[config.mk]
export PLATFORM = sky130hd
export DESIGN_NAME = tsens_i2c_slave
export DESIGN_NICKNAME = d
export VERILOG_FILES = /design/src/rtl/tsens_i2c_pkg.sv /design/src/rtl/tsens_bus_cond.sv /design/src/rtl/tsens_regs.sv /design/src/rtl/tsens_link.sv /design/src/rtl/tsens_i2c_slave.sv
export SDC_FILE = /design/constraint.sdc
export NUM_CORES = 1
export LEC_CHECK = 0
export BUFFER_PORTS_ARGS = -buffer_cell sky130_fd_sc_hd__buf_2
export CAP_MARGIN = 20
export CORE_MARGIN = 4
export CORE_UTILIZATION = 40
export DETAILED_ROUTE_END_ITERATION = 16
export GPL_TIMING_DRIVEN = 0
export PLACE_DENSITY = 0.6
export SLEW_MARGIN = 20
export SYNTH_ARGS = -nofsm -noshare
export SYNTH_HDL_FRONTEND = slang
export SYNTH_SLANG_ARGS = --single-unit
[constraint.sdc]
create_clock -name clk -period 2.5 [get_ports clk]
set_input_delay 0.125 -clock clk [delete_from_list [all_inputs] [get_ports clk]]
set_output_delay 0.125 -clock clk [all_outputs]
set_load 0.005 [all_outputs]
[src/rtl/tsens_i2c_pkg.sv]
package tsens_i2c_pkg;
  localparam int BYTE_W = 8;
  localparam int REG_W  = 2 * BYTE_W;
  localparam int PTR_W  = 2;

  typedef enum logic [PTR_W-1:0] {
    PTR_TEMP  = 2'b00,
    PTR_CFG   = 2'b01,
    PTR_TLOW  = 2'b10,
    PTR_THIGH = 2'b11
  } ptr_t;

  typedef enum logic [2:0] {
    LS_IDLE,
    LS_RX,
    LS_ACK,
    LS_TX,
    LS_RACK,
    LS_WAIT
  } link_st_t;
endpackage

[src/rtl/tsens_bus_cond.sv]
module tsens_bus_cond (
  input  logic clk,
  input  logic rst_n,
  input  logic scl_i,
  input  logic sda_i,
  output logic start_o,
  output logic stop_o,
  output logic rise_o,
  output logic fall_o
);
  logic scl_q, sda_q;

  always_ff @(posedge clk or negedge rst_n) begin
    if (!rst_n) begin
      scl_q <= 1'b1;
      sda_q <= 1'b1;
    end else begin
      scl_q <= scl_i;
      sda_q <= sda_i;
    end
  end

  assign start_o = scl_i & scl_q & sda_q & ~sda_i;
  assign stop_o  = scl_i & scl_q & ~sda_q & sda_i;
  assign rise_o  = scl_i & ~scl_q;
  assign fall_o  = ~scl_i & scl_q;
endmodule

[src/rtl/tsens_regs.sv]
module tsens_regs
  import tsens_i2c_pkg::*;
#(
  parameter logic [REG_W-1:0] THIGH_RST = 16'h5000,
  parameter logic [REG_W-1:0] TLOW_RST  = 16'h4B00,
  parameter logic [REG_W-1:0] CFG_RST   = 16'h0000,
  parameter int               EXT_BIT   = 4,
  parameter int               NRM_ZB    = 4,
  parameter int               EXT_ZB    = 3
) (
  input  logic             clk,
  input  logic             rst_n,
  input  logic             wr_en_i,
  input  logic [PTR_W-1:0] wr_sel_i,
  input  logic [REG_W-1:0] wr_data_i,
  input  logic [PTR_W-1:0] rd_sel_i,
  input  logic [REG_W-1:0] temp_i,
  output logic [REG_W-1:0] rd_data_o,
  output logic [REG_W-1:0] cfg_o,
  output logic [REG_W-1:0] tlow_o,
  output logic [REG_W-1:0] thigh_o
);
  localparam logic [REG_W-1:0] NRM_MASK = {REG_W{1'b1}} << NRM_ZB;
  localparam logic [REG_W-1:0] EXT_MASK = {REG_W{1'b1}} << EXT_ZB;

  logic [REG_W-1:0] cfg_q, tlow_q, thigh_q;
  logic [REG_W-1:0] lim_mask, lim_val;
  logic             cfg_en, tlow_en, thigh_en;

  assign lim_mask = cfg_q[EXT_BIT] ? EXT_MASK : NRM_MASK;
  assign lim_val  = wr_data_i & lim_mask;
  assign cfg_en   = wr_en_i & (ptr_t'(wr_sel_i) == PTR_CFG);
  assign tlow_en  = wr_en_i & (ptr_t'(wr_sel_i) == PTR_TLOW);
  assign thigh_en = wr_en_i & (ptr_t'(wr_sel_i) == PTR_THIGH);

  always_ff @(posedge clk or negedge rst_n) begin
    if (!rst_n) begin
      cfg_q   <= CFG_RST;
      tlow_q  <= TLOW_RST;
      thigh_q <= THIGH_RST;
    end else begin
      if (cfg_en)   cfg_q   <= wr_data_i;
      if (tlow_en)  tlow_q  <= lim_val;
      if (thigh_en) thigh_q <= lim_val;
    end
  end

  always_comb begin
    unique case (ptr_t'(rd_sel_i))
      PTR_TEMP:  rd_data_o = temp_i;
      PTR_CFG:   rd_data_o = cfg_q;
      PTR_TLOW:  rd_data_o = tlow_q;
      default:   rd_data_o = thigh_q;
    endcase
  end

  assign cfg_o   = cfg_q;
  assign tlow_o  = tlow_q;
  assign thigh_o = thigh_q;


  lim_low_zero_chk: assert property (@(posedge clk) disable iff (!rst_n)
    (tlow_q[EXT_ZB-1:0] == '0) && (thigh_q[EXT_ZB-1:0] == '0));
endmodule

[src/rtl/tsens_link.sv]
module tsens_link
  import tsens_i2c_pkg::*;
#(
  parameter logic [4:0] ADDR_BASE = 5'b10010
) (
  input  logic             clk,
  input  logic             rst_n,
  input  logic             scl_i,
  input  logic             sda_i,
  input  logic             start_i,
  input  logic             stop_i,
  input  logic             rise_i,
  input  logic             fall_i,
  input  logic [1:0]       addr_sel_i,
  input  logic [REG_W-1:0] rd_data_i,
  output logic [PTR_W-1:0] ptr_o,
  output logic             wr_en_o,
  output logic [REG_W-1:0] wr_data_o,
  output logic             sda_oe_o
);
  localparam int CNT_W = $clog2(BYTE_W + 1);
  localparam logic [CNT_W-1:0] CNT_FULL = CNT_W'(BYTE_W);
  localparam logic [CNT_W-1:0] CNT_LAST = CNT_W'(BYTE_W - 1);

  link_st_t          st_q, st_n;
  logic [CNT_W-1:0]  cnt_q, cnt_n;
  logic [BYTE_W-1:0] sh_q, sh_n, hold_q, hold_n, ld_byte;
  logic [REG_W-1:0]  snap_q, snap_n;
  logic [PTR_W-1:0]  ptr_q, ptr_n;
  logic              oe_q, oe_n, rw_q, rw_n, is_addr_q, is_addr_n;
  logic              is_ptr_q, is_ptr_n, lsb_q, lsb_n, nack_q, nack_n;
  logic              addr_hit;

  assign addr_hit = (sh_q[BYTE_W-1:1] == {ADDR_BASE, addr_sel_i});
  assign ld_byte  = lsb_q ? snap_q[BYTE_W-1:0] : rd_data_i[REG_W-1:BYTE_W];

  always_comb begin
    st_n = st_q; cnt_n = cnt_q; sh_n = sh_q; hold_n = hold_q;
    snap_n = snap_q; ptr_n = ptr_q; oe_n = oe_q; rw_n = rw_q;
    is_addr_n = is_addr_q; is_ptr_n = is_ptr_q; lsb_n = lsb_q; nack_n = nack_q;
    wr_en_o = 1'b0;
    wr_data_o = {hold_q, sh_q};
    if (start_i) begin
      st_n = LS_RX; cnt_n = '0; oe_n = 1'b0; is_addr_n = 1'b1; lsb_n = 1'b0;
    end else if (stop_i) begin
      st_n = LS_IDLE; oe_n = 1'b0;
    end else begin
      unique case (st_q)
        LS_RX: begin
          if (rise_i) begin
            sh_n  = {sh_q[BYTE_W-2:0], sda_i};
            cnt_n = cnt_q + 1'b1;
          end else if (fall_i && cnt_q == CNT_FULL) begin
            cnt_n = '0;
            st_n  = LS_ACK;
            oe_n  = 1'b1;
            if (is_addr_q) begin
              is_addr_n = 1'b0;
              rw_n      = sh_q[0];
              is_ptr_n  = ~sh_q[0];
              if (!addr_hit) begin
                st_n = LS_WAIT;
                oe_n = 1'b0;
              end
            end else if (is_ptr_q) begin
              ptr_n    = sh_q[PTR_W-1:0];
              is_ptr_n = 1'b0;
              lsb_n    = 1'b0;
            end else begin
              lsb_n = ~lsb_q;
              if (!lsb_q) hold_n  = sh_q;
              else        wr_en_o = 1'b1;
            end
          end
        end
        LS_ACK: begin
          if (fall_i) begin
            if (rw_q) begin
              if (!lsb_q) snap_n = rd_data_i;
              sh_n = ld_byte; oe_n = ~ld_byte[BYTE_W-1]; cnt_n = '0; st_n = LS_TX;
            end else begin
              oe_n = 1'b0; st_n = LS_RX;
            end
          end
        end
        LS_TX: begin
          if (fall_i) begin
            if (cnt_q == CNT_LAST) begin
              oe_n = 1'b0; st_n = LS_RACK; lsb_n = ~lsb_q;
            end else begin
              sh_n  = {sh_q[BYTE_W-2:0], 1'b0};
              oe_n  = ~sh_q[BYTE_W-2];
              cnt_n = cnt_q + 1'b1;
            end
          end
        end
        LS_RACK: begin
          if (rise_i) begin
            nack_n = sda_i;
          end else if (fall_i) begin
            if (nack_q) begin
              st_n = LS_WAIT;
            end else begin
              if (!lsb_q) snap_n = rd_data_i;
              sh_n = ld_byte; oe_n = ~ld_byte[BYTE_W-1]; cnt_n = '0; st_n = LS_TX;
            end
          end
        end
        default: oe_n = 1'b0;
      endcase
    end
  end

  always_ff @(posedge clk or negedge rst_n) begin
    if (!rst_n) begin
      st_q <= LS_IDLE; cnt_q <= '0; sh_q <= '0; hold_q <= '0; snap_q <= '0;
      ptr_q <= PTR_TEMP; oe_q <= 1'b0; rw_q <= 1'b0; is_addr_q <= 1'b0;
      is_ptr_q <= 1'b0; lsb_q <= 1'b0; nack_q <= 1'b0;
    end else begin
      st_q <= st_n; cnt_q <= cnt_n; sh_q <= sh_n; hold_q <= hold_n; snap_q <= snap_n;
      ptr_q <= ptr_n; oe_q <= oe_n; rw_q <= rw_n; is_addr_q <= is_addr_n;
      is_ptr_q <= is_ptr_n; lsb_q <= lsb_n; nack_q <= nack_n;
    end
  end

  assign ptr_o    = ptr_q;
  assign sda_oe_o = oe_q;


  oe_rise_scl_low_chk: assert property (@(posedge clk) disable iff (!rst_n)
    $rose(oe_q) |-> !$past(scl_i));

  stop_release_chk: assert property (@(posedge clk) disable iff (!rst_n)
    stop_i |=> !oe_q);

  wait_quiet_chk: assert property (@(posedge clk) disable iff (!rst_n)
    (st_q == LS_WAIT) |-> !oe_q);

  cnt_range_chk: assert property (@(posedge clk) disable iff (!rst_n)
    cnt_q <= CNT_FULL);
endmodule

[src/rtl/tsens_i2c_slave.sv]
module tsens_i2c_slave
  import tsens_i2c_pkg::*;
#(
  parameter logic [4:0] ADDR_BASE = 5'b10010
) (
  input  logic             clk,
  input  logic             rst_n,
  input  logic             scl_i,
  input  logic             sda_i,
  input  logic [1:0]       addr_sel_i,
  input  logic [REG_W-1:0] temp_i,
  output logic             sda_oe_o,
  output logic [REG_W-1:0] cfg_o,
  output logic [REG_W-1:0] tlow_o,
  output logic [REG_W-1:0] thigh_o
);
  logic [1:0]       rst_sync_q;
  logic             rst_n_s;
  logic             start, stop, rise, fall, wr_en;
  logic [PTR_W-1:0] ptr;
  logic [REG_W-1:0] wr_data, rd_data;

  always_ff @(posedge clk or negedge rst_n) begin
    if (!rst_n) rst_sync_q <= 2'b00;
    else        rst_sync_q <= {rst_sync_q[0], 1'b1};
  end
  assign rst_n_s = rst_sync_q[1];

  tsens_bus_cond cond_i (
    .clk(clk), .rst_n(rst_n_s), .scl_i(scl_i), .sda_i(sda_i),
    .start_o(start), .stop_o(stop), .rise_o(rise), .fall_o(fall)
  );

  tsens_link #(.ADDR_BASE(ADDR_BASE)) link_i (
    .clk(clk), .rst_n(rst_n_s), .scl_i(scl_i), .sda_i(sda_i),
    .start_i(start), .stop_i(stop), .rise_i(rise), .fall_i(fall),
    .addr_sel_i(addr_sel_i), .rd_data_i(rd_data), .ptr_o(ptr),
    .wr_en_o(wr_en), .wr_data_o(wr_data), .sda_oe_o(sda_oe_o)
  );

  tsens_regs regs_i (
    .clk(clk), .rst_n(rst_n_s), .wr_en_i(wr_en), .wr_sel_i(ptr),
    .wr_data_i(wr_data), .rd_sel_i(ptr), .temp_i(temp_i),
    .rd_data_o(rd_data), .cfg_o(cfg_o), .tlow_o(tlow_o), .thigh_o(thigh_o)
  );
endmodule

==> results of run 1 <==
logic make-up after synthesis:
kind of cell,Yosys count,share of synthesized area [%]
AO/OA/AOI/OAI,64,9.84
multiplexers,82,23.7
XOR/XNOR,3,0.590
buffers and inverters,43,4.92
adder cells (fa/ha/maj),2,0.562
AND/OR/NAND/NOR,91,12.2
flip-flops,85,48.0
other,2,0.169
layout make-up:
class / instances / share of cell area [%]
Clock buffer: 12 / 2.98
Tap cell: 140 / 3.37
Inverter: 14 / 1.01
Multi-Input combinational cell: 249 / 40.6
Sequential cell: 85 / 41.1
Buffer: 29 / 3.20
Clock inverter: 4 / 0.433
Timing Repair Buffer: 68 / 7.26
per-layer routing:
layer	vias to the layer above	global-route usage (%)
met1	1640	25.0
li1	1519	-
met2	90	29.1
met3	15	2.97
met5	-	0
met4	0	5.85
worst register-to-register path, stage by stage, from the launching register on:
cell	delay, ns
sky130_fd_sc_hd__dfrtp_1	0.40
sky130_fd_sc_hd__inv_1	0.10
sky130_fd_sc_hd__ha_1	0.21
sky130_fd_sc_hd__nand3b_4	0.15
sky130_fd_sc_hd__nor4_4	0.31
sky130_fd_sc_hd__and2_1	0.24
sky130_fd_sc_hd__and3_1	0.17
sky130_fd_sc_hd__buf_4	0.15
sky130_fd_sc_hd__buf_6	0.19
sky130_fd_sc_hd__mux2_1	0.34
placed cells by master, fill, tap and decap left out, types with 3 or more instances in the layout:
cell	synthesis	final
sky130_fd_sc_hd__a21oi_1	4	4
sky130_fd_sc_hd__a31oi_1	6	6
sky130_fd_sc_hd__buf_2	12	76
sky130_fd_sc_hd__buf_4	7	7
sky130_fd_sc_hd__clkbuf_1	7	8
sky130_fd_sc_hd__clkbuf_8	0	11
sky130_fd_sc_hd__clkinv_2	0	3
sky130_fd_sc_hd__conb_1	2	7
sky130_fd_sc_hd__dfrtp_1	77	76
sky130_fd_sc_hd__dfstp_2	8	8
sky130_fd_sc_hd__dlygate4sd3_1	0	3
sky130_fd_sc_hd__inv_1	14	14
sky130_fd_sc_hd__mux2_1	9	9
sky130_fd_sc_hd__mux2_2	48	48
sky130_fd_sc_hd__mux2i_1	12	12
sky130_fd_sc_hd__mux4_2	13	13
sky130_fd_sc_hd__nand2_1	26	26
sky130_fd_sc_hd__nand2b_1	3	3
sky130_fd_sc_hd__nand3_1	4	4
sky130_fd_sc_hd__nand3b_1	4	4
sky130_fd_sc_hd__nor2_1	16	16
sky130_fd_sc_hd__nor2b_1	7	7
sky130_fd_sc_hd__nor3_1	7	7
sky130_fd_sc_hd__nor3b_1	3	3
sky130_fd_sc_hd__nor4_1	3	3
sky130_fd_sc_hd__o211ai_1	8	8
sky130_fd_sc_hd__o21ai_0	23	23
sky130_fd_sc_hd__o31ai_1	4	4
worst paths after layout:
check	startpoint	endpoint	slack, ns	cells past startpoint
max in group asynchronous	rst_sync_q[1]	regs_i.thigh_o[14]	1.53	1
min in group clk	temp_i[1]	link_i.snap_q[1]	0.16	4
min	rst_n	rst_sync_q[1]	0.08	2
max reg2reg	link_i.cnt_q[0]	regs_i.thigh_o[11]	0.11	9
max	scl_i	link_i.sh_q[7]	0.11	9
min reg2reg	rst_sync_q[1]	regs_i.tlow_o[15]	0.29	0
flip-flops by register name, summed over array words and instances (netlist names), 3 cells and up:
| signal | count |
|---|---|
| link_i.sh_q | 8 |
| regs_i.tlow_o | 13 |
| link_i.hold_q | 8 |
| link_i.st_q | 3 |
| regs_i.cfg_o | 16 |
| link_i.snap_q | 8 |
| regs_i.thigh_o | 13 |
| link_i.cnt_q | 4 |
power by group through the flow:
stage	registers (mW)	clock network [mW]	logic, mW
4_1_cts	1.85	0.931	1.38
3_5_place_dp	1.88	0	1.37
3_3_place_gp	1.89	0	1.34
2_1_floorplan	1.80	0	1.06
6_report	1.85	0.895	1.38
5_1_grt	1.89	0.994	1.52
through the flow:
| step | hold slack, ns | instance area (µm²) |
|---|---|---|
| global placement | -0.0887 | 4970 |
| detailed placement | -0.0861 | 5000 |
| finish | 0.0848 | 5200 |
| floorplan | -0.171 | 4470 |
| global route | 0.0856 | 5200 |
| CTS | 0.0627 | 5200 |
cell usage after synthesis, types with 6 or more instances:
cell                        n
sky130_fd_sc_hd__mux4_2    13
sky130_fd_sc_hd__mux2_1     9
sky130_fd_sc_hd__dfrtp_1   77
sky130_fd_sc_hd__dfstp_2    8
sky130_fd_sc_hd__buf_4      7
sky130_fd_sc_hd__clkbuf_1   7
sky130_fd_sc_hd__o21ai_0   23
sky130_fd_sc_hd__o211ai_1   8
sky130_fd_sc_hd__buf_2     12
sky130_fd_sc_hd__mux2i_1   12
sky130_fd_sc_hd__nor3_1     7
sky130_fd_sc_hd__nor2b_1    7
sky130_fd_sc_hd__a31oi_1    6
sky130_fd_sc_hd__mux2_2    48
sky130_fd_sc_hd__inv_1     14
sky130_fd_sc_hd__nand2_1   26
sky130_fd_sc_hd__nor2_1    16
timing repair:
action | 4_1_cts | 5_1_grt
hold endpoints to repair | 4 | 0
endpoints found under the setup margin | 0 | 3
hold buffers | 3 | 0
==> impl_summary.txt, run 1 <==
----------------------------------------------------
[Power and ir drop]
  Part of the total power dissipated in sequential elements ... 44.9%
  Cell Pwr Density ... 793 mW/mm²
  Internal power of the cells ... 2.62 mW
  Maximum vdd ir drop ... 0.421 mV
  Switching power of the nets ... 1.51 mW
  Combinational power share ... 33.4%
  Leak Pwr ... 2.51 nW
  Net switching share of the total power ... 36.6%
  Clock group share of total power ... 21.7%
  Post-layout power ... 4.13 mW

[Cells and area]
  Proportion of layout cells with a drive suffix above 1 ... 39.7%
  Register area ... 0.00214 mm²
  Filler instances ... 994
  Total Nets Final ... 480
  Post-route core utilization ... 47.8%
  Fin cells ... 601
  Combined area of the multi-input logic cells ... 0.00211 mm²
  Antenna Diode Count ... 0
  Area growth from synthesis to layout ... 16.9%

[Worst setup path]
  Data arrival at the endpoint of the critical path ... 2.67 ns
  Crit-path cells ... dlygate4sd3_1 > buf_2 > buf_2 > and2b_1 > a31oi_1 > o22ai_1 > buf_2 > o211ai_1 > o21ai_0
  Kind of start point of the critical path ... input pin
  Type of the worst setup path ... in -> reg
  Crit-path max FO ... 10
  Crit-path most repeated cell ... sky130_fd_sc_hd__buf_2
  Buffers plus inverters on the worst setup path ... 4
  Gate family responsible for the most delay along the worst path ... buffers and inverters
  Endpoint required time on the critical path ... 2.78 ns
  Critical-path top delay cell ... sky130_fd_sc_hd__o22ai_1
  Slowest Stage Delay on Critical Path ... 0.68 ns
  Endpoint kind of the worst setup timing path ... flip-flop

[STA]
  Unrepaired setup endpoints after global routing ... yes
  Transition time of the tightest slew-check pin ... 0.813 ns
  Max Freq ... 0.419 GHz
  Number of max-slew violations in the final report ... 0
  Final number of hold-violating endpoints ... 0
  Clock Skews ... 0.0131 ns
  Post-layout min period ... 2.39 ns
  Final worst slack ... 0.112 ns
  Max-slew headroom at the worst pin ... 45.4%
  Share of the cycle needed by the critical path after routing ... 95.5%
  Setup violators final ... 0
  Total negative slack for setup checks ... 0 ns

[Clock tree]
  CTS tree ... yes
  Clock sink total ... 85
  CTS buffer count ... 9
  Max H-tree Level ... 3
  Resized Gates After CTS ... 0
  Setup bufs post-CTS ... 0
  Clock root buffer master ... sky130_fd_sc_hd__clkbuf_8
  Clock-pin transition on the worst setup and hold timing paths ... 0.09 ns
  Maximum clock insertion buffer count ... 2
  Clock latency at the later pin of the worst-skew pair ... 0.36 ns

[Logic synthesis]
  Main area contributors after synthesis ... sky130_fd_sc_hd__dfrtp_1, sky130_fd_sc_hd__mux2_2, sky130_fd_sc_hd__mux4_2
  Asr flop ratio synth ... 100%
  Share of Yosys cell area claimed by the top area cell type ... 43.3%
  Cells after synthesis ... 372
  Number of warnings issued by yosys ... 0
  Leading register cell type out of synthesis ... sky130_fd_sc_hd__dfrtp_1
  Share of the yosys chip area belonging to registers ... 48.0%
  Synth Register Bits ... 85
  Average cell area after synthesis ... 12.0 µm²
  Biggest area consumer among synthesized cells ... sky130_fd_sc_hd__dfrtp_1
  Distinct cell type count after synthesis ... 62
  Number of flops mapped to enable cells by yosys ... 0
  Area of the mapped netlist ... 0.00445 mm²

[Floorplan]
  Placeable core region ... 0.0109 mm²
  Total die area ... 0.0129 mm²
  Number of placement rows ... 38
  Starting density of the core ... 40.9%
  Die X-Extent ... 113 µm
  Vert. Die Dim ... 113 µm
  Count of pins on the block boundary ... 71

[Placement]
  Worst slack after detailed placement ... 0.140 ns
  Count of port buffers added during placement ... 64
  Detailed placement HPWL ... 7.88 mm
  Final GP Congestion ... 0.870
  Cell count after placement ... 582

[Detailed routing]
  Final routed wire length divided by cell count ... 18.5 µm
  Top routing layer used ... met4
  WL met2 ... 5.45 mm
  Detailed-route via count ... 3264
  DR iter-0 viols ... 168
  Wire length on met1 ... 5.04 mm
  Routed wire length ... 11.1 mm
  Post-detailed-route DRC marker count ... 0
  Via/cell ratio ... 5.43
  Number of optimization iterations in the first detailed-route pass ... 4
  DRT antenna net count ... 0
  Met3 routed WL ... 456 µm

[Min path]
  Tightest Hold Check Type ... in -> async

[GRT]
  First-pass GRT wire length ... 18.0 mm
  Maximum number of pins on one net before global-route repair ... 49
  Total global-route track usage ... 18.1%
  Number of antenna violations at the first check in global routing ... 0
  Via count of the first global-routing pass ... 3225
  Total global routing overflow ... 0

[Run status]
  Outcome ... finished clean

[Flow run]
  Number of max-cap violations ... 0

----------------------------------------------------
Note: power is estimated with default switching activity, not from simulation.
==> run 2: changes to the inputs <==
--- a/config.mk
+++ b/config.mk
@@ -5,13 +5,13 @@
 export SDC_FILE = /design/constraint.sdc
 export NUM_CORES = 1
 export LEC_CHECK = 0
-export BUFFER_PORTS_ARGS = -buffer_cell sky130_fd_sc_hd__buf_2
 export CAP_MARGIN = 20
 export CORE_MARGIN = 4
 export CORE_UTILIZATION = 40
 export DETAILED_ROUTE_END_ITERATION = 16
+export DONT_BUFFER_PORTS = 1
 export GPL_TIMING_DRIVEN = 0
-export PLACE_DENSITY = 0.6
+export PLACE_DENSITY = 0.54
 export SLEW_MARGIN = 20
 export SYNTH_ARGS = -nofsm -noshare
 export SYNTH_HDL_FRONTEND = slang
==> run 2 against run 1 <==
Compared with the run above:
- global-route usage about the same
- clock power increased by 21%
- non-clock buffer count is 62 lower
- critical path depth fell by 1
- count of clock-buffer cells in the layout down 2
- maximum frequency grew 0.83%
- cell count shrank 10%
- die area is the same
- flip-flop and latch count did not move
- sequential power barely moved
- register-to-register slack better by 0.02 ns
- largest power group unchanged
==> impl_summary.txt, run 2 (synthesis results as in run 1) <==
----------------------------------------------------
[STA]
  Total negative slack for setup checks ... 0 ns (unchanged)
  Final number of hold-violating endpoints ... 0 (unchanged)
  Unrepaired setup endpoints after global routing ... no
  Post-layout min period ... 2.37 ns (-0.0196 ns)
  Setup violators final ... 0 (unchanged)
  Transition time of the tightest slew-check pin ... 0.771 ns (-0.0421 ns)
  Share of the cycle needed by the critical path after routing ... 94.7% (-0.78 points)
  Max Freq ... 0.422 GHz (+0.83%)
  Clock Skews ... 0.00926 ns (-0.00386 ns)
  Number of max-slew violations in the final report ... 0 (unchanged)
  Max-slew headroom at the worst pin ... 48.2% (+2.8 points)

[Floorplan]
  Count of pins on the block boundary ... 71 (unchanged)
  Vert. Die Dim ... 113 µm (unchanged)
  Die X-Extent ... 113 µm (unchanged)
  Starting density of the core ... 40.9% (unchanged)
  Number of placement rows ... 38 (unchanged)
  Placeable core region ... 0.0109 mm² (unchanged)
  Total die area ... 0.0129 mm² (unchanged)

[GRT]
  Via count of the first global-routing pass ... 3149 (-2.4%)
  GR Util met2 ... 30.3% (+1.1 points)
  Met1 track demand over resource ... 23.2% (-1.8 points)
  GR peak layer ... met2
  Number of antenna violations at the first check in global routing ... 0 (unchanged)
  First-pass GRT wire length ... 17.8 mm (-1.1%)
  Maximum number of pins on one net before global-route repair ... 46 (-6.1%)
  Total global routing overflow ... 0 (unchanged)
  Total global-route track usage ... 18.1% (about the same)
  Grt met3 use ... 4.08% (+1.1 points)

[Clock tree]
  Clock root buffer master ... sky130_fd_sc_hd__clkbuf_8
  Clock sink total ... 85 (unchanged)
  Max H-tree Level ... 3 (unchanged)
  Clock-pin transition on the worst setup and hold timing paths ... 0.09 ns (about the same)
  CTS buffer count ... 9 (unchanged)
  CTS tree ... yes
  Clock latency at the later pin of the worst-skew pair ... 0.36 ns (about the same)
  Maximum clock insertion buffer count ... 2 (unchanged)

[Cells and area]
  Design Area, Final ... 0.00495 mm² (-5.0%)
  Most common cell after layout, fill and taps aside ... sky130_fd_sc_hd__dfrtp_1
  Number of flip-flops under the largest register name ... 16 (unchanged)
  Area growth from synthesis to layout ... 11.1%
  Commonest non-fill, non-tap cells in the layout ... sky130_fd_sc_hd__dfrtp_1, sky130_fd_sc_hd__mux2_2, sky130_fd_sc_hd__nand2_1, sky130_fd_sc_hd__o21ai_0, sky130_fd_sc_hd__nor2_1
  Total Nets Final ... 418 (-13%)
  Fin cells ... 539 (-10%)
  Proportion of layout cells with a drive suffix above 1 ... 30.6% (-9.1 points)
  Antenna Diode Count ... 0 (unchanged)
  Post-route core utilization ... 45.4% (-2.4 points)

[Worst setup path]
  End of the critical path ... regs_i.thigh_o[10]
  Slowest Stage Delay on Critical Path ... 0.62 ns (-0.06 ns)
  Critical-path top delay cell ... sky130_fd_sc_hd__dfstp_2
  Kind of start point of the critical path ... flip-flop
  Launch instance of the worst register-to-register path ... cond_i.scl_q
  FF-to-FF End ... regs_i.thigh_o[10]
  Crit-path cells ... nand2b_1 > buf_2 > nor4_4 > and2_4 > and3_1 > buf_4 > buf_6 > mux2_1
  Type of the worst setup path ... reg -> reg
  Endpoint kind of the worst setup timing path ... flip-flop
  Worst r2r path cells ... 8 (-1)
  Endpoint required time on the critical path ... 2.74 ns (-0.04 ns)
  Launching element of the worst setup path ... cond_i.scl_q
  Slack of the worst reg-to-reg path ... 0.13 ns (+0.02 ns)
  Data arrival at the endpoint of the critical path ... 2.61 ns (-0.06 ns)
  Crit-path max FO ... 10 (unchanged)

[Placement]
  Count of port buffers added during placement ... 0 (-100%)
  Detailed placement HPWL ... 7.75 mm (-1.6%)
  Cell count after placement ... 518 (-11%)
  Cell Area, Placed ... 0.00468 mm² (-6.4%)
  Final GP Congestion ... 0.882 (+1.3%)

[Detailed routing]
  Final routed wire length divided by cell count ... 20.3 µm (+9.7%)
  Detailed-route via count ... 2964 (-9.2%)
  Post-detailed-route DRC marker count ... 0 (unchanged)
  DRT antenna net count ... 0 (unchanged)
  Via/cell ratio ... 5.50 (+1.3%)
  Number of optimization iterations in the first detailed-route pass ... 4 (unchanged)
  DR iter-0 viols ... 144 (-14%)
  Routed wire length ... 10.9 mm (-1.6%)

[Power and ir drop]
  Part of the total power dissipated in sequential elements ... 43.3% (-1.6 points)
  Cell Pwr Density ... 868 mW/mm² (+9.5%)
  Leak Pwr ... 2.22 nW (-11%)
  Switching power of the nets ... 1.53 mW (+1.6%)
  Internal power of the cells ... 2.76 mW (+5.6%)
  Combinational power share ... 31.6% (-1.8 points)
  Maximum vdd ir drop ... 0.314 mV (-25%)
  Net switching share of the total power ... 35.7% (-0.90 points)
  Clock group share of total power ... 25.2% (+3.5 points)

[Run status]
  Outcome ... finished clean

[Min path]
  Worst hold path depth ... 3
  Tightest Hold Check Type ... in -> reg

[Flow run]
  Number of max-cap violations ... 0 (unchanged)

----------------------------------------------------
run 2: routing by layer:
| layer | routed length [µm] | up-vias |
|---|---|---|
| li1 | - | 1385 |
| met5 | 0 | - |
| met3 | 641 | 10 |
| met2 | 5500 | 60 |
| met4 | 157 | 0 |
| met1 | 4640 | 1509 |
run 2: power groups by stage:
stage	registers [mW]	logic, mW	clock network [mW]
after floorplan	1.80	1.06	0
after global placement	1.90	1.32	0
after detailed placement	1.89	1.34	0
after CTS	1.86	1.36	1.11
after global routing	1.90	1.51	1.17
final	1.86	1.36	1.08
run 2: final cells by class:
class	count	area, µm²
clock buffers	10	128
fillers	1034	5940
multi-input cells	249	2120
plain buffers	29	166
clock inverters	6	86.3
inverters	14	52.6
flip-flops and latches	85	2140
repair buffers	6	75.1
well taps	140	175
run 2: what timing repair did:
item,4_1_cts,5_1_grt
endpoints found under the hold margin,4,0
hold buffers,4,0
gates resized for setup,0,2
endpoints found under the setup margin,0,11
buffers inserted,0,1
run 2: how the worst min path moves through the flow:
stage	from	endpoint	slack [ns]
after floorplan	rst_n	rst_sync_q[0]	-0.17
after global placement	rst_n	rst_sync_q[1]	-0.17
after detailed placement	rst_n	rst_sync_q[0]	-0.17
after CTS	temp_i[0]	link_i.snap_q[0]	0.04
after global routing	temp_i[0]	link_i.snap_q[0]	0.08
final	temp_i[0]	link_i.snap_q[0]	0.06
run 2: through the flow:
| stage | setup slack (ns) | hold slack (ns) | power [mW] |
|---|---|---|---|
| final | 0.132 | 0.0555 | 4.30 |
| after global routing | 0.000977 | 0.0793 | 4.59 |
| after CTS | 0.0736 | 0.0431 | 4.33 |
| after detailed placement | 0.0900 | -0.171 | 3.23 |
| after global placement | 0.128 | -0.171 | 3.21 |
| after floorplan | 0.415 | -0.171 | 2.86 |
run 2: worst max-delay path, delay by kind of cell, from the launching register on:
kind / cells / cell delay, ns
buffers and inverters: 3 / 0.54
AND/OR/NAND/NOR: 4 / 0.76
multiplexers: 1 / 0.33
flip-flops: 1 / 0.62
